`src/rtl/systimer_pkg.sv`:
```
package systimer_pkg;

    localparam int CNT_W = 64;

    // bus window byte offsets
    localparam logic [7:0] WIN_DATA  = 8'h0;
    localparam logic [7:0] WIN_INDEX = 8'h4;

    // internal indices
    localparam logic [31:0] IDX_CTRL     = 32'h0;
    localparam logic [31:0] IDX_CNT_LO   = 32'h8;
    localparam logic [31:0] IDX_CNT_HI   = 32'hC;
    localparam logic [31:0] IDX_IRQ_MASK = 32'h30;
    localparam logic [31:0] IDX_CMP_BASE = 32'h40;

    localparam int CTRL_EN_BIT  = 0;
    localparam int CTRL_DIV_LSB = 8;

    typedef enum logic [2:0] {
        DIV_BY1 = 3'b001,
        DIV_BY2 = 3'b010,
        DIV_BY4 = 3'b100
    } div_sel_e;

    // prescaler phase bits that must be all ones for an advance
    function automatic logic [1:0] div_phase_mask(input logic [2:0] sel);
        case (sel)
            DIV_BY2: return 2'b01;
            DIV_BY4: return 2'b11;
            default: return 2'b00;
        endcase
    endfunction

endpackage

```
`src/rtl/systimer_regs.sv`:
```
module systimer_regs
    import systimer_pkg::*;
#(
    parameter int NUM_CORES = 4,
    parameter int ADDR_W    = 4
) (
    input  logic                          clk,
    input  logic                          rst,
    input  logic                          bus_sel,
    input  logic                          bus_wr,
    input  logic [ADDR_W-1:0]             bus_addr,
    input  logic [31:0]                   bus_wdata,
    output logic [31:0]                   bus_rdata,
    input  logic [CNT_W-1:0]              count,
    output logic [31:0]                   ctrl_q,
    output logic [NUM_CORES-1:0]          mask_q,
    output logic [NUM_CORES-1:0][CNT_W-1:0] cmp_q
);

    logic [31:0]          index_q;
    logic                 at_data, at_index, data_wr, index_wr;
    logic [NUM_CORES-1:0] hit_lo, hit_hi;
    logic                 idx_mapped;
    logic [31:0]          reg_rd;

    assign at_data  = (8'(bus_addr) == WIN_DATA);
    assign at_index = (8'(bus_addr) == WIN_INDEX);
    assign data_wr  = bus_sel && bus_wr && at_data;
    assign index_wr = bus_sel && bus_wr && at_index;

    assign idx_mapped = (index_q == IDX_CTRL) || (index_q == IDX_IRQ_MASK) ||
                        (index_q == IDX_CNT_LO) || (index_q == IDX_CNT_HI) ||
                        (|hit_lo) || (|hit_hi);

    always_ff @(posedge clk) begin
        if (rst) begin
            index_q <= '0;
            ctrl_q  <= '0;
            mask_q  <= '0;
        end else begin
            if (index_wr) index_q <= bus_wdata;
            if (data_wr && index_q == IDX_CTRL) ctrl_q <= bus_wdata;
            if (data_wr && index_q == IDX_IRQ_MASK) mask_q <= bus_wdata[NUM_CORES-1:0];
        end
    end

    for (genvar c = 0; c < NUM_CORES; c++) begin : g_cmp
        assign hit_lo[c] = (index_q == IDX_CMP_BASE + 32'(8 * c));
        assign hit_hi[c] = (index_q == IDX_CMP_BASE + 32'(8 * c + 4));
        always_ff @(posedge clk) begin
            if (rst) begin
                cmp_q[c] <= '0;
            end else if (data_wr) begin
                if (hit_lo[c]) cmp_q[c][31:0]  <= bus_wdata;
                if (hit_hi[c]) cmp_q[c][63:32] <= bus_wdata;
            end
        end
    end

    always_comb begin
        reg_rd = '0;
        if (index_q == IDX_CTRL)     reg_rd = ctrl_q;
        if (index_q == IDX_IRQ_MASK) reg_rd = 32'(mask_q);
        if (index_q == IDX_CNT_LO)   reg_rd = count[31:0];
        if (index_q == IDX_CNT_HI)   reg_rd = count[63:32];
        for (int c = 0; c < NUM_CORES; c++) begin
            if (hit_lo[c]) reg_rd = cmp_q[c][31:0];
            if (hit_hi[c]) reg_rd = cmp_q[c][63:32];
        end
    end

    assign bus_rdata = at_index ? index_q : (at_data ? reg_rd : 32'h0);

    // a data write to an unmapped index leaves all registers unchanged
    p_unmapped_write_r10: assert property (@(posedge clk) disable iff (rst)
        (data_wr && !idx_mapped) |=> ($stable(ctrl_q) && $stable(mask_q) && $stable(cmp_q)));

endmodule

```
`src/rtl/systimer_tickgen.sv`:
```
module systimer_tickgen
    import systimer_pkg::*;
(
    input  logic             clk,
    input  logic             rst,
    input  logic             tick_in,
    input  logic             enable,
    input  logic [2:0]       div_sel,
    output logic [CNT_W-1:0] count,
    output logic             advance
);

    logic [1:0] pre_q;
    logic [1:0] phase_mask;

    assign phase_mask = div_phase_mask(div_sel);
    assign advance    = enable && tick_in && ((pre_q & phase_mask) == phase_mask);

    always_ff @(posedge clk) begin
        if (rst) begin
            pre_q <= '0;
            count <= '0;
        end else if (enable && tick_in) begin
            pre_q <= pre_q + 2'd1;
            if (advance) count <= count + 1'b1;
        end
    end

    // count holds while counting is disabled
    p_hold_disabled_r3: assert property (@(posedge clk) disable iff (rst)
        !enable |=> $stable(count));

    // without a tick the count never moves
    p_no_tick_r4: assert property (@(posedge clk) disable iff (rst)
        !tick_in |=> $stable(count));

    // with a tick the count steps by at most one
    p_single_step_r4: assert property (@(posedge clk) disable iff (rst)
        tick_in |=> (count == $past(count) || count == $past(count) + 1'b1));

    // divide-by-4 never advances on two successive ticks
    p_div4_spacing_r4: assert property (@(posedge clk) disable iff (rst)
        (advance && div_sel == DIV_BY4) |=> (div_sel != DIV_BY4 || !advance));

endmodule

```
`src/rtl/systimer_match.sv`:
```
module systimer_match
    import systimer_pkg::*;
#(
    parameter int NUM_CORES = 4
) (
    input  logic [CNT_W-1:0]                count,
    input  logic [NUM_CORES-1:0]            mask_q,
    input  logic [NUM_CORES-1:0][CNT_W-1:0] cmp_q,
    output logic [NUM_CORES-1:0]            core_irq
);

    for (genvar c = 0; c < NUM_CORES; c++) begin : g_core
        assign core_irq[c] = mask_q[c] && (count >= cmp_q[c]);
    end

endmodule

```
`src/rtl/systimer_ctl.sv`:
```
module systimer_ctl
    import systimer_pkg::*;
#(
    parameter int NUM_CORES = 4,
    parameter int ADDR_W    = 4
) (
    input  logic                 clk,
    input  logic                 rst,
    input  logic                 tick_in,
    input  logic                 bus_sel,
    input  logic                 bus_wr,
    input  logic [ADDR_W-1:0]    bus_addr,
    input  logic [31:0]          bus_wdata,
    output logic [31:0]          bus_rdata,
    output logic [NUM_CORES-1:0] core_irq
);

    logic [CNT_W-1:0]                count;
    logic                            advance;
    logic [31:0]                     ctrl_q;
    logic [NUM_CORES-1:0]            mask_q;
    logic [NUM_CORES-1:0][CNT_W-1:0] cmp_q;

    systimer_regs #(.NUM_CORES(NUM_CORES), .ADDR_W(ADDR_W)) u_regs (
        .clk(clk), .rst(rst),
        .bus_sel(bus_sel), .bus_wr(bus_wr), .bus_addr(bus_addr),
        .bus_wdata(bus_wdata), .bus_rdata(bus_rdata),
        .count(count), .ctrl_q(ctrl_q), .mask_q(mask_q), .cmp_q(cmp_q)
    );

    systimer_tickgen u_tick (
        .clk(clk), .rst(rst), .tick_in(tick_in),
        .enable(ctrl_q[CTRL_EN_BIT]),
        .div_sel(ctrl_q[CTRL_DIV_LSB +: 3]),
        .count(count), .advance(advance)
    );

    systimer_match #(.NUM_CORES(NUM_CORES)) u_match (
        .count(count), .mask_q(mask_q), .cmp_q(cmp_q), .core_irq(core_irq)
    );

    // right after reset every interrupt is low
    p_reset_quiet_r2: assert property (@(posedge clk)
        rst |=> (core_irq == '0));

    for (genvar c = 0; c < NUM_CORES; c++) begin : g_chk
        // an interrupt rises only when the count moved, the mask bit rose or the compare changed
        p_irq_cause_r8: assert property (@(posedge clk) disable iff (rst)
            $rose(core_irq[c]) |-> (count != $past(count) || $rose(mask_q[c]) ||
                                    cmp_q[c] != $past(cmp_q[c])));
        // clearing the mask bit drops the interrupt on the next cycle
        p_mask_drop_r7: assert property (@(posedge clk) disable iff (rst)
            $fell(mask_q[c]) |-> !core_irq[c]);
    end

endmodule

```
`config.mk`:
```
export PLATFORM = sky130hd
export DESIGN_NAME = systimer_ctl
export DESIGN_NICKNAME = d
export VERILOG_FILES = /design/src/rtl/systimer_pkg.sv /design/src/rtl/systimer_regs.sv /design/src/rtl/systimer_tickgen.sv /design/src/rtl/systimer_match.sv /design/src/rtl/systimer_ctl.sv
export SDC_FILE = /design/constraint.sdc
export NUM_CORES = 1
export LEC_CHECK = 0
export BUFFER_PORTS_ARGS = -buffer_cell sky130_fd_sc_hd__buf_2
export CORE_MARGIN = 8
export CORE_UTILIZATION = 35
export DETAILED_ROUTE_END_ITERATION = 8
export PLACE_DENSITY = 0.54
export SETUP_SLACK_MARGIN = 0.02
export SLEW_MARGIN = 20
export SYNTH_ARGS = -nofsm -noshare
export SYNTH_HDL_FRONTEND = slang
export SYNTH_SLANG_ARGS = --single-unit
```
`constraint.sdc`:
```
create_clock -name clk -period 7.8 [get_ports clk]
set_input_delay 1.95 -clock clk [delete_from_list [all_inputs] [get_ports clk]]
set_output_delay 1.95 -clock clk [all_outputs]
set_load 0.01 [all_outputs]
```
Word level (Yosys, flattened, before mapping)
Index checks and enable logic that the tools add are counted.
- add/sub/neg operators: 2
- $lt $le $gt $ge: 4
- eq/ne operators: 15
- muxes and demuxes: 15
- bitwise operators: 1
- reductions and logical operators: 22
- operators with widths (operator ; number):
    two-way mux 32 bit ; 14
    equality test 32 x 7 -> 1 bit, second input constant ; 8
    greater-or-equal comparator 64 bit ; 4
    adder 64 x 1 -> 64 bit, second input constant ; 1
    equality test 32 x 4 -> 1 bit, second input constant ; 2
    equality test 32 x 6 -> 1 bit, second input constant ; 1
    logical NOT 32 bit ; 1
    AND reduction 2 bit ; 9
    logical AND 1 bit ; 11
    equality test 4 x 3 -> 1 bit, second input constant ; 1
    logical NOT 4 bit ; 1
    one-hot mux 2 bit (2 select lines) ; 1
    equality test 3 x 2 -> 1 bit, second input constant ; 1
    equality test 3 bit, second input constant ; 1
    adder 2 x 1 -> 2 bit, second input constant ; 1
    AND 2 bit ; 1
    equality test 2 bit ; 1
- register bits after elaboration: 390
- input bits: 41
- output and inout bits: 36
- logic and storage cells: 72

Longest topological paths before layout
Gate-level depths: netlist of the first run.
- depth after elaboration: 15
- depth in mapped cells: 10
- mapped depth without buffers: 9

Hierarchy
From an unflattened synthesis of the first run, not the netlist that was laid out.
- cells, all modules: 3489
- area, all modules: 25834.8 um^2
- by module, submodules not included (module ; times used ; cells each ; area an instance (um^2) ; sequential area each (um^2)):
    systimer_regs ; 1 ; 2157 ; 15866.5 ; 6486.2
    systimer_match ; 1 ; 899 ; 6384.9 ; 0.0
    systimer_tickgen ; 1 ; 433 ; 3583.4 ; 1321.3

Least setup slack after synthesis of the first run
Ideal clock, no wire load.
- path kind: in2out
- start: input port bus_addr[1]
- end: output port bus_rdata[0]
- arrival: 3489 ps
- data required time: 5850 ps
- setup slack: 2361 ps
- stages on the path: 6
- buffers on the path: 2
- cell sequence: or3_1 clkbuf_1 nor2_1 clkbuf_1 o21ai_0 o31ai_1
- word-level cells in the longest chain between the ends: 3
- elaborated cells between the ends (all ways): 4
- those cells by class: 1 x eq/ne; 2 x mux; 1 x reduce/logical
- RTL lines (what ; line ; source):
    start: declaration ; systimer_ctl.sv:12 ; input logic [ADDR_W-1:0] bus_addr,
    logical NOT 4 bit ; systimer_regs.sv:26 ; assign at_data = (8'(bus_addr) == WIN_DATA);
    two-way mux 32 bit ; systimer_regs.sv:72 ; assign bus_rdata = at_index ? index_q : (at_data ? reg_rd : 32'h0);
    two-way mux 32 bit * ; systimer_regs.sv:72 ;
    end: declaration ; systimer_ctl.sv:14 ; output logic [31:0] bus_rdata,
Mark *: on every way between the ends. The rest lies on a longest branch, timed or not.

Worst setup path after layout of the first run
- start: register u_regs.index_q[18]
- end: output port bus_rdata[0]
- word-level cells in the longest chain between the ends: 15
- elaborated cells between the ends (all ways): 26
- those cells by class: 11 x eq/ne; 14 x mux; 1 x reduce/logical
- RTL lines (what ; line ; source):
    start: declaration ; systimer_regs.sv:20 ; logic [31:0] index_q;
    start signal: assignment ; systimer_regs.sv:41 ; if (index_wr) index_q <= bus_wdata;
    logical NOT 32 bit ; n/a ;
    two-way mux 32 bit ; systimer_regs.sv:62 ; if (index_q == IDX_CTRL) reg_rd = ctrl_q;
    two-way mux 32 bit ; systimer_regs.sv:63 ; if (index_q == IDX_IRQ_MASK) reg_rd = 32'(mask_q);
    two-way mux 32 bit ; systimer_regs.sv:64 ; if (index_q == IDX_CNT_LO) reg_rd = count[31:0];
    two-way mux 32 bit ; systimer_regs.sv:65 ; if (index_q == IDX_CNT_HI) reg_rd = count[63:32];
    two-way mux 32 bit ; systimer_regs.sv:67 ; if (hit_lo[c]) reg_rd = cmp_q[c][31:0];
    two-way mux 32 bit ; systimer_regs.sv:68 ; if (hit_hi[c]) reg_rd = cmp_q[c][63:32];
    two-way mux 32 bit ; systimer_regs.sv:67 ;
    two-way mux 32 bit ; systimer_regs.sv:68 ;
    two-way mux 32 bit ; systimer_regs.sv:67 ;
    two-way mux 32 bit ; systimer_regs.sv:68 ;
    two-way mux 32 bit ; systimer_regs.sv:67 ;
    two-way mux 32 bit * ; systimer_regs.sv:68 ;
    two-way mux 32 bit * (2 in a row) ; systimer_regs.sv:72 ;
Marked as above.

==> flow_summary.toml, run 1 <==
[route]
drtIter0Drc = 3391
routed_wl_mm = 115
m1WireLength_mm = 48.8
topRoutingLayerUsed = "met4"
via_per_inst = 5.95
wl_met3_mm = 12.3
drc = 5
ant_nets = 0
firstDrtPassIters = 9
via_count = 24200
met2_wirelength_mm = 47.7
routedWlPerCell_um = 28.4

[synthesis]
avgSynthCellArea_um2 = 7.43
ys_ff_latch = 390
synth_cells = 3172
synth_largest_area_cell = "dfxtp_1"
yosysSeqAreaShare_pct = 33.1
synth_top_cell_area_share_pct = 33.1
netlist_area_um2 = 23600
synthFlopType = "dfxtp_1"
synth_cell_type_count = 69
synth_area_leaders = "dfxtp_1 33%, ha_1 14%, nand2_1 12%"
synth_edf_count = 0
yosys_warnings = 0
synth_fp_nets = 3470
synth_async_sr_flop_share_pct = 0

[clock_tree]
root_buffer = "clkbuf_16"
clock_path_buffers = 3
cts_tree = "built"
post_cts_resize_count = 0
h-tree-depth = 2
clock-sinks = 390
cts_hold_buffers = 0
clock_latency_ns = 0.61
cts_buffers = 44
clk_pin_slew_ns = 0.06
cts_setup_buffers = 0

[critical_path]
critPathRequiredTime_ns = 5.85
critPathMaxFanout = 14
cp_num_buf_inv = 3
cp_slowest_cell = "nor4_4"
critical_path.top_delay_family = "simple AND/OR/NAND/NOR gates"
worst_setup_path_end_kind = "output pin"
reg2reg_slack_ns = 3.31
arrival_ns = 4.67
max_stage_delay_ns = 0.96
startpoint_type = "register"
crit_path_cell_trace = "nor4_1 > nand4_1 > buf_4 > nor4_4 > buf_4 > a211oi_1 > nand4_1 > o21ai_0 > o31ai_1 > buf_2"
crit_type = "register to output pin"

[sta]
slew_viol_final = 0
timing.final.crit_share_pct = 84.9
timing.final.hold_violations = 0
min_period_ns = 6.62
setup_violations = 0
tightestPinTransition_ns = 1.28
clock_skew_ns = 0.0309
rsz0062_at_grt = "no"
fin_tns_setup_ns = 0
clock.fmax_mhz = 151
maxSlewHeadroom_pct = 13.9

[cells_and_area]
syn_to_final_growth_pct = 11.6
utilization_pct = 39.3
drive_above_1_share_pct = 7.69
final_common_cell = "nand2_1"
final_cell_mix = "753 x nand2_1, 435 x a21oi_1, 390 x dfxtp_1"
n_fill_cell = 7012
seqCellArea_um2 = 7810
multi_input_area_um2 = 14100
nNetsFinal = 3453

[floorplan]
fp.coreArea_um2 = 66900
dieArea_um2 = 75900
fp.dieW_um = 275
row_count = 95
die_h_um = 275
initial_core_util_pct = 35.2
ios = 77

[global_routing]
grt_pass1_wl_mm = 163
grt_antenna_before_repair = 1
grt_overflow = 0
grt_usage_pct = 29.6
grt_max_degree = 151
grt_pass1_vias = 22100

[power_and_ir_drop]
ir_worst_vdd_uv = 154
p_sw_mw = 1.06
pwr-share-seq_pct = 46.7
cellLeakagePower_nw = 9.35
clockPowerShare_pct = 49.3
switching_share_pct = 24.8
intPower_mw = 3.21
powerDensity_nw_per_um2 = 163
comb_power_share_pct = 3.9

[min_path]
hold_class = "register to register"

[run_status]
status = "finished with violations"
violations = "DRC"

[place]
portBuffers = 76
hpwl_mm = 84.3
place.gp.congestion = 1.03

[job]
maxCapViolations = 0
[through the flow]
| step | power [mW] | instances | setup WS (ns) | hold WS (ns) | cell area [um2] |
|---|---|---|---|---|---|
| 2_1_floorplan | 2.12 | 3172 | 2.36 | 0.436 | 23600 |
| 3_3_place_gp | 2.20 | 3981 | 1.48 | 0.442 | 24900 |
| 3_5_place_dp | 2.20 | 3982 | 1.34 | 0.446 | 24900 |
| 4_1_cts | 4.28 | 4060 | 1.32 | 0.455 | 26300 |
| 5_1_grt | 4.37 | 4060 | 1.26 | 0.468 | 26300 |
| 6_report | 4.27 | 4061 | 1.18 | 0.453 | 26300 |
[cell usage after synthesis (22+ instances only)]
cell      count
clkbuf_1    172
dfxtp_1     390
a22oi_1      60
xnor2_1      43
buf_2        26
a21oi_1     435
nor2_1      107
o21ai_0      92
nand4_1      52
a21o_1       50
nand2_1     754
nor3_1       45
ha_1        257
a211oi_1     22
o22ai_1      36
nor4_1       39
nand3_1      42
o221ai_1     25
inv_1       273
[worst min-delay path: cells and delay by family, from the launching register on]
| family | cells | cell delay, ns |
|---|---|---|
| flip-flops | 1 | 0.31 |
| AND/OR/NAND/NOR | 1 | 0.05 |
| AO/OA/AOI/OAI | 1 | 0.05 |
[area by class of cell]
type,count,area share [%]
clock buffer,65,4.68
sequential,390,29.7
inverter,273,3.90
tap,873,4.15
antenna,1,0.00952
multi-input combinational,2306,53.6
timing repair buffer,140,3.39
clock inverter,13,0.562
[logic make-up after synthesis]
logic type,Yosys count,share of synthesized area (%)
buffers and inverters,476,7.72
AO/OA/AOI/OAI,845,21.8
flip-flops,390,33.1
XOR/XNOR,56,2.08
AND/OR/NAND/NOR,1135,21.0
multiplexers,13,0.568
adder cells (fa/ha/maj),257,13.6
[flip-flops by register name, indices dropped and copies added (netlist names)]
name	flops
u_regs.mask_q	4
u_regs.ctrl_q	32
u_regs.cmp_q	256
u_tick.count	64
u_tick.pre_q	2
u_regs.index_q	32
[per-layer routing]
layer	track usage, %	vias up
met4	14.7	0
met1	40.1	11400
met2	43.6	1485
met3	7.15	331
li1	-	11000
met5	0	-
[power by group through the flow]
| stage | clock network [mW] | registers (mW) | logic (mW) |
|---|---|---|---|
| finish | 2.11 | 2.00 | 0.169 |
| floorplan | 0 | 2.04 | 0.0851 |
| detailed placement | 0 | 2.04 | 0.162 |
| global route | 2.20 | 2.00 | 0.171 |
| global placement | 0 | 2.04 | 0.162 |
| CTS | 2.12 | 2.00 | 0.162 |
[worst paths after layout]
path	cells past startpoint	endpoint	start
setup / recovery	10	bus_rdata[0]	u_regs.index_q[18]
hold / removal	2	u_regs.cmp_q[1]	u_regs.cmp_q[1]
setup reg to reg	11	u_regs.cmp_q[57]	u_regs.index_q[18]
hold reg to reg	2	u_regs.cmp_q[1]	u_regs.cmp_q[1]
(Power assumes the default switching activity.)
==> inputs of run 2 (changes only) <==
--- a/config.mk
+++ b/config.mk
@@ -5,6 +5,7 @@
 export SDC_FILE = /design/constraint.sdc
 export NUM_CORES = 1
 export LEC_CHECK = 0
+export ABC_AREA = 1
 export BUFFER_PORTS_ARGS = -buffer_cell sky130_fd_sc_hd__buf_2
 export CORE_MARGIN = 8
 export CORE_UTILIZATION = 35
==> constraint.sdc (replaced) <==
create_clock -name clk -period 6.2 [get_ports clk]
set_input_delay 1.55 -clock clk [delete_from_list [all_inputs] [get_ports clk]]
set_output_delay 1.55 -clock clk [all_outputs]
set_load 0.01 [all_outputs]
==> flow_summary.toml, run 2 <==
[critical_path]
critical_path_depth = 16
crit_path_end = "bus_rdata[23]"
critPathMaxFanout = 28
arrival_ns = 3.82
reg2reg_slack_ns = 2.58
crit_type = "register to output pin"
max_stage_delay_ns = 0.53
cp_slowest_cell = "inv_2"
cp_num_buf_inv = 4
critical_path.top_delay_family = "buffers and inverters"
r2r_start = "u_regs.index_q[26]"
worst_setup_path_end_kind = "output pin"
rr_worst_depth = 10
startpoint_type = "register"
path_common_cell = "nand2_1"
cp-startpoint = "u_regs.index_q[26]"
crit_path_cell_trace = "nor2_1 > nand2_1 > nor2_2 > nand2_4 > inv_1 > nand2_2 > buf_4 > inv_2 > a21oi_1 > o21ai_0 > nand4_1 > nand2_1 > nand3_1 > nand2_1 > nand2_1 > buf_2"
r2r-end = "u_regs.cmp_q[59]"
critPathRequiredTime_ns = 4.65

[sta]
clock_skew_ns = 0.0127
clock.fmax_mhz = 186
min_period_ns = 5.37
timing.final.crit_share_pct = 86.6
slew_viol_final = 0
tightestPinTransition_ns = 1.28
fin_ws_ns = 0.833
finalHoldWorstSlack_ns = 0.472
rsz0062_at_grt = "no"
setup_violations = 0
timing.final.hold_violations = 0
maxSlewHeadroom_pct = 14.7
fin_tns_setup_ns = 0

[route]
routed_wl_mm = 97.9
routedWlPerCell_um = 21.2
drtIter0Drc = 2261
firstDrtPassIters = 6
ant_nets = 0
via_per_inst = 5.35
via_count = 24700
drc = 0

[power_and_ir_drop]
cellLeakagePower_nw = 11.5
comb_power_share_pct = 4.2
intPower_mw = 4.16
powerDensity_nw_per_um2 = 196
p_sw_mw = 1.37
clockPowerShare_pct = 50.4
switching_share_pct = 24.8
pwr-share-seq_pct = 45.4
ir_worst_vdd_uv = 199
total_power_mw = 5.53

[synthesis]
yosys_warnings = 0
synth_async_sr_flop_share_pct = 0
avgSynthCellArea_um2 = 7.00
synth_fp_nets = 3954
synthFlopType = "dfxtp_1"
synth_top_cell_area_share_pct = 30.5
synth.most_common_cell = "nand2_1"
synth_cells = 3656
synth_area_leaders = "dfxtp_1 30%, ha_1 13%, nand2_1 9.9%"
synth_edf_count = 0
netlist_area_um2 = 25600
synth_cell_type_count = 43
synthTopCellsByCount = "672 x nand2_1, 460 x inv_1, 452 x nor2_1, 390 x dfxtp_1, 271 x a21oi_1"
yosysSeqAreaShare_pct = 30.5
synth_largest_area_cell = "dfxtp_1"
ys_ff_latch = 390

[cells_and_area]
final_area_um2 = 28200
largest_reg_flops = 256
drive_above_1_share_pct = 8.98
stdcell_count = 4622
final_cell_mix = "672 x nand2_1, 459 x inv_1, 451 x nor2_1"
reg_top3 = "u_regs.cmp_q (256), u_tick.count (64)"
final_common_cell = "nand2_1"
regMostFlops = "u_regs.cmp_q"
utilization_pct = 38.8
syn_to_final_growth_pct = 10.1
nNetsFinal = 3924

[job]
maxCapViolations = 0

[clock_tree]
cts_hold_buffers = 0
cts_tree = "built"
clk_pin_slew_ns = 0.06
cts_buffers = 49
clock_path_buffers = 3
h-tree-depth = 2
root_buffer = "clkbuf_16"
clock-sinks = 390
clock_latency_ns = 0.59
cts_setup_buffers = 0
post_cts_resize_count = 0

[global_routing]
grt_antenna_before_repair = 0
grt_usage_pct = 23.0
grt_overflow = 0
grt_pass1_vias = 22300
grt_pass1_wl_mm = 146
grt_max_degree = 152

[place]
place_inst = 4534
place_ws_ns = 1.50
placed_cell_area_um2 = 26700
place.gp.congestion = 0.955
hpwl_mm = 75.0
portBuffers = 76

[floorplan]
row_count = 99
die_h_um = 286
ios = 77
fp.coreArea_um2 = 72700
initial_core_util_pct = 35.2
fp.dieW_um = 286
dieArea_um2 = 82100

[run_status]
status = "finished, final reports clean"

[min_path]
hold_class = "register to register"
## run 2: cell count changes in the layout (fill, tap and decap cells not counted), moves of 50 or more
| cell | delta |
|---|---|
| nor2_1 | +352 |
| inv_1 | +186 |
| a21oi_1 | -164 |
| o21ai_0 | +116 |
| nand3_1 | +111 |
| a211oi_1 | +110 |
| a211oi_2 | +96 |
| nand2_1 | -81 |
| a22oi_1 | -60 |
| nor3_1 | +50 |
## run 2: tightest hold or removal path, stage by stage (launching register included)
cell and delay (ns):
dfxtp_1 0.32, inv_2 0.05, a21oi_1 0.05
## run 2: kinds of logic after synthesis
logic type,count (synthesis),synth area share [%]
simple gates,1534,25.6
fa+ha+maj,257,12.6
flops,390,30.5
xor+xnor,37,1.27
buf+inv,669,10.2
compound gates,769,19.8
## run 2: how the worst min path moves through the flow
stage,start,end,slack [ns],cells past startpoint
2_1_floorplan,u_regs.ctrl_q[8],u_regs.ctrl_q[8],0.44,2
3_3_place_gp,u_regs.ctrl_q[24],u_regs.ctrl_q[24],0.46,2
3_5_place_dp,u_regs.index_q[9],u_regs.index_q[9],0.47,2
4_1_cts,u_regs.index_q[9],u_regs.index_q[9],0.48,2
5_1_grt,u_regs.index_q[14],u_regs.index_q[14],0.50,2
6_report,u_regs.index_q[9],u_regs.index_q[9],0.47,2
## run 2: area by class of cell
| type | instances | area (um2) |
|---|---|---|
| Clock buffer | 79 | 1470 |
| Antenna cell | 1 | 2.50 |
| Tap cell | 959 | 1200 |
| Fill cell | 7708 | 44500 |
| Multi-Input combinational cell | 2597 | 15200 |
| Sequential cell | 390 | 7810 |
| Clock inverter | 8 | 46.3 |
| Inverter | 476 | 1790 |
| Timing Repair Buffer | 112 | 673 |
## run 2: power by group through the flow
stage                     Sequential, mW  Clock (mW)  Combinational, mW
after floorplan                     2.57           0              0.137
after global placement              2.57           0              0.227
after detailed placement            2.57           0              0.227
after CTS                           2.51        2.84              0.227
after global routing                2.51        2.94              0.243
final                               2.51        2.79              0.230
## run 2: metal layers
layer / global-route usage [%] / vias up / routed length [um]
met3: 2.89 / 200 / 6330
met2: 36.4 / 869 / 43600
met1: 31.3 / 11400 / 43300
li1: - / 12200 / -
met5: 0 / - / 0
met4: 10.0 / 0 / 4580
